$ cat config.mk
export PLATFORM = sky130hd
export DESIGN_NAME = rx_ring_mgr
export DESIGN_NICKNAME = d
export VERILOG_FILES = /design/src/rtl/rxr_pkg.sv /design/src/rtl/rxr_page_step.sv /design/src/rtl/rxr_hdr_sel.sv /design/src/rtl/rxr_sat_count.sv /design/src/rtl/rx_ring_mgr.sv
export SDC_FILE = /design/constraint.sdc
export NUM_CORES = 1
export LEC_CHECK = 0
export CAP_MARGIN = 20
export CELL_PAD_IN_SITES_DETAIL_PLACEMENT = 0
export CELL_PAD_IN_SITES_GLOBAL_PLACEMENT = 1
export CORE_MARGIN = 2
export CORE_UTILIZATION = 46
export CTS_BUF_LIST = sky130_fd_sc_hd__clkbuf_16
export CTS_CLUSTER_DIAMETER = 150
export CTS_CLUSTER_SIZE = 14
export DETAILED_ROUTE_END_ITERATION = 12
export PLACE_DENSITY = 0.83
export SLEW_MARGIN = 5
export SYNTH_ARGS = -nofsm -noshare
export SYNTH_HDL_FRONTEND = slang
export SYNTH_HIERARCHICAL = 1
export SYNTH_SLANG_ARGS = --single-unit
$ cat constraint.sdc
create_clock -name clk -period 9.1 [get_ports clk]
set_clock_uncertainty 0.05 [all_clocks]
set_input_delay 1.365 -clock clk [delete_from_list [all_inputs] [get_ports clk]]
set_output_delay 1.365 -clock clk [all_outputs]
set_load 0.01 [all_outputs]
$ cat src/rtl/rxr_pkg.sv
package rxr_pkg;
    typedef enum logic [1:0] {
        RXR_IDLE = 2'd0,
        RXR_DATA = 2'd1,
        RXR_DROP = 2'd2,
        RXR_HDR  = 2'd3
    } rxr_state_e;

    localparam int RXR_HDR_BYTES = 4;
    localparam int RXR_ST_OK     = 0;
    localparam int RXR_ST_CRC    = 1;
    localparam int RXR_ST_ALIGN  = 2;
    localparam int RXR_ST_GROUP  = 5;
endpackage

$ cat src/rtl/rxr_page_step.sv
module rxr_page_step #(
    parameter int PAGE_W = 8
) (
    input  logic [PAGE_W-1:0] page_i,
    input  logic [PAGE_W-1:0] first_i,
    input  logic [PAGE_W-1:0] stop_i,
    output logic [PAGE_W-1:0] next_o
);
    logic [PAGE_W-1:0] inc;

    always_comb begin
        inc    = page_i + 1'b1;
        next_o = (inc == stop_i) ? first_i : inc;
    end
endmodule

$ cat src/rtl/rxr_hdr_sel.sv
module rxr_hdr_sel #(
    parameter int PAGE_W = 8,
    parameter int LEN_W  = 16
) (
    input  logic [1:0]        idx_i,
    input  logic [7:0]        stat_i,
    input  logic [PAGE_W-1:0] next_i,
    input  logic [LEN_W-1:0]  count_i,
    output logic [7:0]        byte_o
);
    always_comb begin
        case (idx_i)
            2'd0:    byte_o = stat_i;
            2'd1:    byte_o = 8'(next_i);
            2'd2:    byte_o = count_i[7:0];
            default: byte_o = 8'(count_i >> 8);
        endcase
    end
endmodule

$ cat src/rtl/rxr_sat_count.sv
module rxr_sat_count #(
    parameter int W = 8
) (
    input  logic         clk,
    input  logic         rst_n,
    input  logic         inc_i,
    output logic [W-1:0] count_o
);
    localparam logic [W-1:0] TOP = {W{1'b1}};

    logic [W-1:0] cnt_d, cnt_q;

    always_comb begin
        cnt_d = cnt_q;
        if (inc_i && cnt_q != TOP) cnt_d = cnt_q + 1'b1;
    end

    always_ff @(posedge clk or negedge rst_n) begin
        if (!rst_n) cnt_q <= '0;
        else        cnt_q <= cnt_d;
    end

    assign count_o = cnt_q;

    AST_MISS_SAT: assert property (@(posedge clk) disable iff (!rst_n)
        (cnt_q == TOP) |=> (cnt_q == TOP));
    AST_MISS_STEP: assert property (@(posedge clk) disable iff (!rst_n)
        (inc_i && cnt_q != TOP) |=> (cnt_q == $past(cnt_q) + 1'b1));
endmodule

$ cat src/rtl/rx_ring_mgr.sv
module rx_ring_mgr
    import rxr_pkg::*;
#(
    parameter int PAGE_W = 8,
    parameter int OFS_W  = 8,
    parameter int LEN_W  = 16,
    parameter int MISS_W = 8
) (
    input  logic                    clk,
    input  logic                    rst_n,
    input  logic [PAGE_W-1:0]       cfg_ring_first,
    input  logic [PAGE_W-1:0]       cfg_ring_stop,
    input  logic [PAGE_W-1:0]       cfg_bound,
    input  logic                    cfg_monitor,
    input  logic                    cur_ld,
    input  logic [PAGE_W-1:0]       cur_ld_page,
    input  logic                    rx_valid,
    input  logic                    rx_sof,
    input  logic                    rx_eof,
    input  logic [7:0]              rx_data,
    input  logic                    rx_crc_err,
    input  logic                    rx_align_err,
    input  logic                    rx_abort,
    input  logic                    rx_group,
    output logic                    ram_we,
    output logic [PAGE_W+OFS_W-1:0] ram_addr,
    output logic [7:0]              ram_wdata,
    output logic [PAGE_W-1:0]       cur_page,
    output logic                    frame_done,
    output logic                    ovw_pulse,
    output logic                    miss_pulse,
    output logic                    rst_stat,
    output logic [MISS_W-1:0]       miss_count
);
    localparam int ADDR_W = PAGE_W + OFS_W;
    localparam logic [OFS_W-1:0] DATA_OFS = OFS_W'(RXR_HDR_BYTES);
    localparam logic [LEN_W-1:0] HDR_ADD  = LEN_W'(RXR_HDR_BYTES);

    typedef struct packed {
        rxr_state_e        st;
        logic [PAGE_W-1:0] cur;
        logic [PAGE_W-1:0] wpg;
        logic [OFS_W-1:0]  wofs;
        logic [PAGE_W-1:0] nxt;
        logic [LEN_W-1:0]  len;
        logic [1:0]        hidx;
        logic [7:0]        stat;
        logic              we;
        logic [ADDR_W-1:0] addr;
        logic [7:0]        wdata;
        logic              done;
        logic              ovw;
        logic              miss;
        logic              rst_flag;
        logic [PAGE_W-1:0] bnd_snap;
    } rxr_state_t;

    rxr_state_t s_d, s_q;

    logic [PAGE_W-1:0] pos_pg, step_pg, new_pg;
    logic [OFS_W-1:0]  pos_ofs, ofs_inc;
    logic [LEN_W-1:0]  len_new;
    logic              wrap, accept, need_step, hit_bound;
    logic [7:0]        stat_now, hdr_byte;
    logic              bad_fcs;

    rxr_page_step #(.PAGE_W(PAGE_W)) u_step (
        .page_i (pos_pg),
        .first_i(cfg_ring_first),
        .stop_i (cfg_ring_stop),
        .next_o (step_pg)
    );

    rxr_hdr_sel #(.PAGE_W(PAGE_W), .LEN_W(LEN_W)) u_hdr (
        .idx_i  (s_q.hidx),
        .stat_i (s_q.stat),
        .next_i (s_q.nxt),
        .count_i(s_q.len),
        .byte_o (hdr_byte)
    );

    rxr_sat_count #(.W(MISS_W)) u_miss (
        .clk    (clk),
        .rst_n  (rst_n),
        .inc_i  (s_q.miss),
        .count_o(miss_count)
    );

    always_comb begin
        s_d      = s_q;
        s_d.we   = 1'b0;
        s_d.done = 1'b0;
        s_d.ovw  = 1'b0;
        s_d.miss = 1'b0;

        if (s_q.rst_flag && cfg_bound != s_q.bnd_snap) s_d.rst_flag = 1'b0;

        // byte position of the next incoming data byte
        pos_pg    = (s_q.st == RXR_IDLE) ? s_q.cur  : s_q.wpg;
        pos_ofs   = (s_q.st == RXR_IDLE) ? DATA_OFS : s_q.wofs;
        len_new   = ((s_q.st == RXR_IDLE) ? '0 : s_q.len) + 1'b1;
        ofs_inc   = pos_ofs + 1'b1;
        wrap      = (ofs_inc == '0);
        new_pg    = wrap ? step_pg : pos_pg;
        need_step = wrap || (rx_eof && !rx_abort);
        hit_bound = need_step && (step_pg == cfg_bound);

        bad_fcs  = rx_crc_err | rx_align_err;
        stat_now = '0;
        stat_now[RXR_ST_OK]    = !bad_fcs;
        stat_now[RXR_ST_CRC]   = bad_fcs;
        stat_now[RXR_ST_ALIGN] = rx_align_err;
        stat_now[RXR_ST_GROUP] = rx_group;

        accept = rx_valid && (((s_q.st == RXR_IDLE) && rx_sof && !cfg_monitor)
                              || (s_q.st == RXR_DATA));

        case (s_q.st)
            RXR_IDLE: begin
                if (cur_ld) s_d.cur = cur_ld_page;
                if (rx_valid && rx_sof && cfg_monitor) begin
                    s_d.miss = 1'b1;
                    if (!rx_eof) s_d.st = RXR_DROP;
                end
            end
            RXR_DROP: begin
                if (rx_valid && rx_eof) s_d.st = RXR_IDLE;
            end
            RXR_HDR: begin
                s_d.we    = 1'b1;
                s_d.addr  = {s_q.cur, OFS_W'(s_q.hidx)};
                s_d.wdata = hdr_byte;
                s_d.hidx  = s_q.hidx + 2'd1;
                if (s_q.hidx == 2'd3) begin
                    s_d.st   = RXR_IDLE;
                    s_d.cur  = s_q.nxt;
                    s_d.done = 1'b1;
                end
            end
            default: ;
        endcase

        if (accept) begin
            s_d.we    = 1'b1;
            s_d.addr  = {pos_pg, pos_ofs};
            s_d.wdata = rx_data;
            s_d.len   = len_new;
            s_d.wpg   = new_pg;
            s_d.wofs  = ofs_inc;
            if (hit_bound) begin
                s_d.ovw      = 1'b1;
                s_d.miss     = 1'b1;
                s_d.rst_flag = 1'b1;
                s_d.bnd_snap = cfg_bound;
                s_d.st       = rx_eof ? RXR_IDLE : RXR_DROP;
            end else if (rx_eof) begin
                if (rx_abort) begin
                    s_d.st = RXR_IDLE;
                end else begin
                    s_d.st   = RXR_HDR;
                    s_d.nxt  = step_pg;
                    s_d.stat = stat_now;
                    s_d.len  = len_new + HDR_ADD;
                    s_d.hidx = 2'd0;
                end
            end else begin
                s_d.st = RXR_DATA;
            end
        end
    end

    always_ff @(posedge clk or negedge rst_n) begin
        if (!rst_n) s_q <= '0;
        else        s_q <= s_d;
    end

    assign ram_we     = s_q.we;
    assign ram_addr   = s_q.addr;
    assign ram_wdata  = s_q.wdata;
    assign cur_page   = s_q.cur;
    assign frame_done = s_q.done;
    assign ovw_pulse  = s_q.ovw;
    assign miss_pulse = s_q.miss;
    assign rst_stat   = s_q.rst_flag;

    AST_NO_STOP_WRITE: assert property (@(posedge clk) disable iff (!rst_n)
        ram_we |-> (ram_addr[ADDR_W-1:OFS_W] != cfg_ring_stop));
    AST_CUR_ONLY_AT_DONE: assert property (@(posedge clk) disable iff (!rst_n)
        (cur_page != $past(cur_page)) |-> (frame_done || $past(cur_ld)));
    AST_OVW_SETS_RST: assert property (@(posedge clk) disable iff (!rst_n)
        ovw_pulse |-> (rst_stat && miss_pulse));
    AST_DONE_AT_HDR_END: assert property (@(posedge clk) disable iff (!rst_n)
        frame_done |-> (ram_we && ram_addr[OFS_W-1:0] == OFS_W'(3)
                        && ram_addr[ADDR_W-1:OFS_W] == $past(cur_page)));
endmodule

==> results by group, run 1 <==
Floorplan
  • Die span in x: 123 microns
  • Die Y: 123 microns
  • Core area: 13800 sq um
  • Std-Cell Rows: 43
  • IO Count: 96
  • Starting Density: 0.470
  • Die ar.: 15100 sq um

CTS
  • CTS tree: yes
  • Num Clock Sinks: 101
  • Worst-path clk slew: 0.08 ns
  • Clock root cell: clkbuf_16
  • Cts hold-fix bufs: 0
  • H-tree Lvls: 3
  • Postcts setup bufs: 0
  • CTS Buffer Depth: 2
  • Num CTS Buffers: 9
  • CTS resizes: 0
  • Skew-Pair Late Insertion Delay: 0.36 ns

Critical path
  • Reg2reg setup slack: 3.56 ns
  • R2r endpoint: s_q[60]$_DFFE_PN0P_
  • Critical Path RT: 9.34 ns
  • CP startpoint: s_q[96]$_DFFE_PN0P_
  • Arrival time of the worst setup path: 5.79 ns
  • Worst setup EP type: flop
  • Critical path startpoint category: flop
  • Worst Reg-to-Reg Cells: 17
  • RR Startpoint: s_q[96]$_DFFE_PN0P_
  • Crit Path Max Fanout: 26
  • Crit Path Category: reg -> reg

Yosys
  • Avg Cell Area, Syn: 9.67 sq um
  • Post-Synthesis Cells: 673
  • Ys async rst share: 1.00
  • Synth Area in Compound Gates: 0.171
  • Sequential area share after synthesis: 0.389
  • Synth Warn #: 6
  • Post-synthesis cell type count: 83
  • Post-synth top flop: dfrtp_1
  • Post-synthesis xor/xnor area fraction: 0.0587
  • Post-synth EDFFs: 0
  • Commonest cells in the synthesized netlist: 101 x dfrtp_1, 83 x nand2_1, 54 x o21ai_0
  • Synth top area cells: dfrtp_1 39%, nand2_1 4.8%, o21ai_0 4.2%
  • Flops & latches, synth: 101
  • Netlist Area Pre-Place: 6500 sq um
  • Post-Synth Simple-Gate Area: 0.174
  • Most common cell in the netlist: dfrtp_1
  • Largest family of logic cells by synthesized area: simple AND/OR/NAND/NOR gates
  • Mux contribution to synthesized area: 0.114
  • Post-synth top area cell: dfrtp_1
  • Synth top area share: 0.389
  • Post-Synth Adder-Cell Area: 0.0135

Routing
  • Starting DRT DRC Count: 376
  • Post-Route WL: 16700 microns
  • DRT Pass-1 Iters: 5
  • Average vias per placed instance: 5.93
  • Post-route DRC: 0
  • WL per Instance: 18.5 microns
  • ANT nets after route: 0
  • DR vias: 5358

STA
  • Finish-stage setup viols: 0
  • Slew margin rel.: 0.348
  • Slew Viols, Final: 0
  • Setup TNS: 0 ns
  • Pin slew with the least headroom to its limit: 0.979 ns
  • RSZ-0062 raised after global routing: false
  • Fin crit share: 0.609
  • Final Hold Vio Count: 0
  • Post-layout min period: 5.54 ns
  • FMAX: 180 MHz

GRT
  • Vias in the first global route: 5095
  • Initial antenna violation count: 0
  • Total Routing Usage GR: 0.232
  • First-pass GRT wire length: 27000 microns
  • Pin count of the biggest net entering global routing: 66
  • Total gr overflow: 0

Place
  • DP Cell Count: 886
  • Final GP Congestion: 0.903
  • I/O Buffers: 95
  • DPL Wire Length: 12200 microns
  • Dpl cell area: 7300 sq um

Worst hold path
  • Hold Startpoint: ram_wdata[5]$_DFFE_PN0P_
  • Hold path depth: 2
  • Hold Path End: ram_wdata[5]$_DFFE_PN0P_
  • Worst hold path type: reg -> reg

Finish
  • Area Overhead vs Synth: 17.1%
  • Share of layout cells above drive strength 1: 0.109
  • Post-route insts no fill: 903
  • NumNets Final: 777
  • # diodes: 0
  • Final Cell Area: 7620 sq um

Pwr
  • Worst vdd ir: 0.141 mV
  • Power Dens Cells: 289 nW/um^2
  • Leak Pwr: 3.22 nW

Run status
  • Outcome: finished, final reports clean

Flow run
  • MaxCap Viol Count: 0
==> worst max-delay path, stage by stage, from the launching register on <==
cell and delay [ns]:
dfrtp_1 0.63, nor2_2 0.19, buf_4 0.37, mux2i_1 0.34, inv_1 0.18, ha_1 0.27
xnor2_1 0.24, xor2_1 0.20, nand4_2 0.20, nor4_4 0.55, mux2i_1 0.45, xnor2_1 0.13
and4_1 0.20, a211oi_1 0.38, and4_1 0.48, a21boi_2 0.10, or4_1 0.40, nand3_1 0.09
==> cell families after synthesis <==
logic type | after synthesis
XOR/XNOR | 42
AO/OA/AOI/OAI | 158
buffers and inverters | 92
adder cells (fa/ha/maj) | 7
other | 1
AND/OR/NAND/NOR | 214
multiplexers | 58
flip-flops | 101
==> registers in the layout (all words and copies together) (netlist names) <==
name,flops
ram_addr,16
ram_we,1
miss_pulse,1
ovw_pulse,1
s_q,56
frame_done,1
ram_wdata,8
cur_page,8
rst_stat,1
u_miss/count_o,8
==> report_power, final <==
group	switching (mW)	internal [mW]
sequential	0.195	0.585
combinational	0.537	0.477
clock	0.187	0.218
total	0.919	1.28
==> cell type report <==
cell class              instances  area, sq um
flip-flops and latches        101         2530
inverters                      20         75.1
clock buffers                   9          225
multi-input cells             483         3470
repair buffers                104         1020
clock inverters                 6         77.6
well taps                     180          225
fillers                      1216         6210
==> per-stage QoR <==
step	worst slack (ns)	utilization	hold slack, ns	power (mW)
after floorplan	4.36	-	0.397	1.51
after detailed placement	3.51	0.528	0.415	1.80
after global placement	3.67	0.528	0.413	1.76
after CTS	3.45	0.550	0.432	2.21
after global routing	3.09	0.551	0.465	2.35
final	3.56	0.551	0.433	2.20
==> layout by cell type, fill, tap and decap left out, types with 12 or more instances in the layout <==
| cell | count |
|---|---|
| mux2i_1 | 26 |
| dfrtp_1 | 101 |
| xnor2_1 | 29 |
| nand3_1 | 17 |
| mux2_2 | 15 |
| nand2_1 | 83 |
| a22oi_1 | 15 |
| nor2_1 | 33 |
| inv_1 | 20 |
| xor2_1 | 12 |
| o21ai_0 | 54 |
| clkdlybuf4s50_1 | 94 |
| a21oi_1 | 13 |
==> per-layer routing <==
layer  vias to the layer above  track usage  share of wire
met3                        19       0.0434          0.061
met4                         0       0.0668          0.015
met5                         -            0              0
li1                       2506            -              -
met2                       188        0.364           0.47
met1                      2645        0.328           0.46
==> how the worst max path moves through the flow <==
stage | endpoint | slack [ns] | cells after the start
after CTS | s_q[39]$_DFFE_PN0P_ | 3.45 | 16
after global placement | s_q[63]$_DFFE_PN0P_ | 3.67 | 16
after floorplan | s_q[60]$_DFFE_PN0P_ | 4.36 | 19
after detailed placement | s_q[39]$_DFFE_PN0P_ | 3.51 | 16
final | s_q[60]$_DFFE_PN0P_ | 3.56 | 17
after global routing | s_q[61]$_DFFE_PN0P_ | 3.09 | 17
No activity file was read; power rests on OpenSTA's default activity.
==> inputs of run 2 (changes only) <==
Settings changed: CORE_UTILIZATION 46 to 38, PLACE_DENSITY 0.83 to 0.72.
Clock period 9.1 ns to 4.65 ns, I/O delays scaled along.
==> run 2 against run 1 <==
Effect of this change:
- non-clock buffer count rose by 22
- die area rose by 20%
- critical path depth did not move
- global-route usage fell by 3.0 points
- critical endpoint unchanged
==> results by group, run 2 (synthesis results as in run 1) <==
Place
  • DPL Wire Length: 12800 microns (+5.2%)
  • Final GP Congestion: 0.861 (-4.6%)
  • I/O Buffers: 95 (unchanged)
  • DP Cell Count: 949 (+7.1%)
  • DP Worst Slack: 0.0239 ns (-3.49 ns)

Finish
  • Share of layout cells above drive strength 1: 0.141 (+0.0315)
  • Fill cells: 1569 (+29%)
  • Area Overhead vs Synth: 20.5%
  • Largest Register: s_q
  • # diodes: 0 (unchanged)
  • Most frequent cells in the layout: 101 x dfrtp_1, 94 x clkdlybuf4s50_1, 83 x nand2_1
  • Max reg flops: 56 (unchanged)
  • Most common cell after layout, fill and taps aside: dfrtp_1
  • Post-route insts no fill: 966 (+7.0%)
  • NumNets Final: 799 (+2.8%)

Routing
  • DRT Pass-1 Iters: 5 (unchanged)
  • DR vias: 5331 (-0.50%)
  • WL per Instance: 18.2 microns (-1.9%)
  • Post-Route WL: 17500 microns (+4.9%)
  • Starting DRT DRC Count: 332 (-12%)
  • Post-route DRC: 0 (unchanged)
  • ANT nets after route: 0 (unchanged)
  • Average vias per placed instance: 5.52 (-7.0%)

CTS
  • Clock root cell: clkbuf_16
  • H-tree Lvls: 3 (unchanged)
  • Worst-path clk slew: 0.08 ns (about the same)
  • Num CTS Buffers: 9 (unchanged)
  • Skew-Pair Late Insertion Delay: 0.36 ns (about the same)
  • CTS tree: yes
  • Cts hold-fix bufs: 0 (unchanged)
  • Num Clock Sinks: 101 (unchanged)
  • CTS Buffer Depth: 2 (unchanged)

STA
  • Pin slew with the least headroom to its limit: 1.01 ns (+0.0276 ns)
  • Post-layout min period: 4.34 ns (-1.21 ns)
  • FMAX: 231 MHz (+28%)
  • Slew margin rel.: 0.329 (-0.0184)
  • Post-layout worst setup margin: 0.312 ns (-3.24 ns)
  • Fin crit share: 0.933 (+0.324)
  • Final Hold Vio Count: 0 (unchanged)
  • Setup TNS: 0 ns (unchanged)
  • Slew Viols, Final: 0 (unchanged)
  • Finish-stage setup viols: 0 (unchanged)
  • RSZ-0062 raised after global routing: false

Pwr
  • Clock power share: 0.166 (-0.018)
  • Leak Pwr: 3.32 nW (+3.2%)
  • Sw Share: 0.419 (+0.000871)
  • P_sw: 1.86 mW (+100%)
  • Seq pwr share: 0.336 (-0.019)
  • Worst vdd ir: 0.303 mV (+110%)
  • Comb power frac: 0.498 (+0.037)
  • Power Dens Cells: 567 nW/um^2 (+97%)
  • Internal: 2.58 mW (+100%)

GRT
  • Initial antenna violation count: 0 (unchanged)
  • First-pass GRT wire length: 28500 microns (+5.5%)
  • Total gr overflow: 0 (unchanged)
  • Pin count of the biggest net entering global routing: 70 (+6.1%)
  • Vias in the first global route: 5144 (+0.96%)
  • Total Routing Usage GR: 0.202 (-0.0300)

Critical path
  • Critical Path RT: 4.90 ns (-4.44 ns)
  • Crit Path Category: reg -> reg
  • Crit Path Max Fanout: 8 (-69%)
  • Critical path startpoint category: flop
  • RR Startpoint: s_q[96]$_DFFE_PN0P_
  • Worst Reg-to-Reg Cells: 17 (unchanged)
  • Arrival time of the worst setup path: 4.59 ns (-1.20 ns)
  • CP startpoint: s_q[96]$_DFFE_PN0P_
  • Worst setup EP type: flop

Run status
  • Outcome: finished, final reports clean

Floorplan
  • Die span in x: 135 microns (+9.7%)
  • Starting Density: 0.391 (-0.0796)
  • IO Count: 96 (unchanged)
  • Die Y: 135 microns (+9.7%)
  • Die ar.: 18200 sq um (+20%)
  • Std-Cell Rows: 47 (+9.3%)
  • Core area: 16600 sq um (+20%)

Flow run
  • MaxCap Viol Count: 0 (unchanged)

Worst hold path
  • Worst hold path type: in -> async
[run 2: through the flow]
step	utilization	hold WS, ns	power (mW)	instance area, sq um
finish	0.471	0.407	4.45	7840
CTS	0.469	0.437	4.45	7810
global placement	0.452	0.416	3.66	7520
global route	0.471	0.454	4.78	7840
detailed placement	0.452	0.420	3.69	7520
floorplan	-	0.352	2.95	6520
[run 2: final cells by class]
type	instances	area, sq um	share of cell area
Clock buffer	9	225	0.0287
Clock inverter	7	55.1	0.00703
Inverter	20	75.1	0.00958
Multi-Input combinational cell	483	3500	0.446
Sequential cell	101	2530	0.323
Tap cell	220	275	0.0351
Timing Repair Buffer	126	1180	0.151
[run 2: worst paths after layout]
path,slack (ns),endpoint
min,0.41,s_q[6]$_DFFE_PN0P_
min in group clk,0.43,ram_wdata[4]$_DFFE_PN0P_
min reg2reg,0.43,ram_wdata[4]$_DFFE_PN0P_
max,0.31,s_q[60]$_DFFE_PN0P_
max reg2reg,0.31,s_q[60]$_DFFE_PN0P_
max in group asynchronous,3.13,u_miss/count_o[7]$_DFFE_PN0P_
[run 2: repair_timing]
action / in CTS / in global routing
gates resized for setup: 1 / 5
pin swaps: 0 / 1
setup endpoints to repair: 1 / 6
setup buffers: 0 / 1
[run 2: routing by layer]
| metal | part of all wire | GRT usage | vias up |
|---|---|---|---|
| met5 | 0 | 0 | - |
| li1 | - | - | 2549 |
| met1 | 0.48 | 0.288 | 2613 |
| met2 | 0.45 | 0.309 | 151 |
| met4 | 0.019 | 0.0620 | 0 |
| met3 | 0.051 | 0.0409 | 18 |
[run 2: power groups by stage]
stage	clock [mW]	sequential, mW	combinational (mW)
floorplan	0	1.33	1.61
global placement	0	1.50	2.16
detailed placement	0	1.50	2.19
CTS	0.760	1.49	2.20
global route	0.796	1.54	2.44
finish	0.737	1.49	2.22
[run 2: worst max-delay path: stages, from the launching register on]
cell and delay [ns]:
dfrtp_1 0.41, nor2_4 0.18, mux2i_1 0.28, inv_1 0.10
ha_1 0.26, xnor2_2 0.24, xor2_1 0.20, nand4_2 0.21
nor4_4 0.24, buf_4 0.18, mux2_2 0.39, xnor2_1 0.15
and4_1 0.22, a211oi_2 0.27, and4_4 0.34, a21boi_2 0.08
or4_1 0.40, nand3_1 0.09
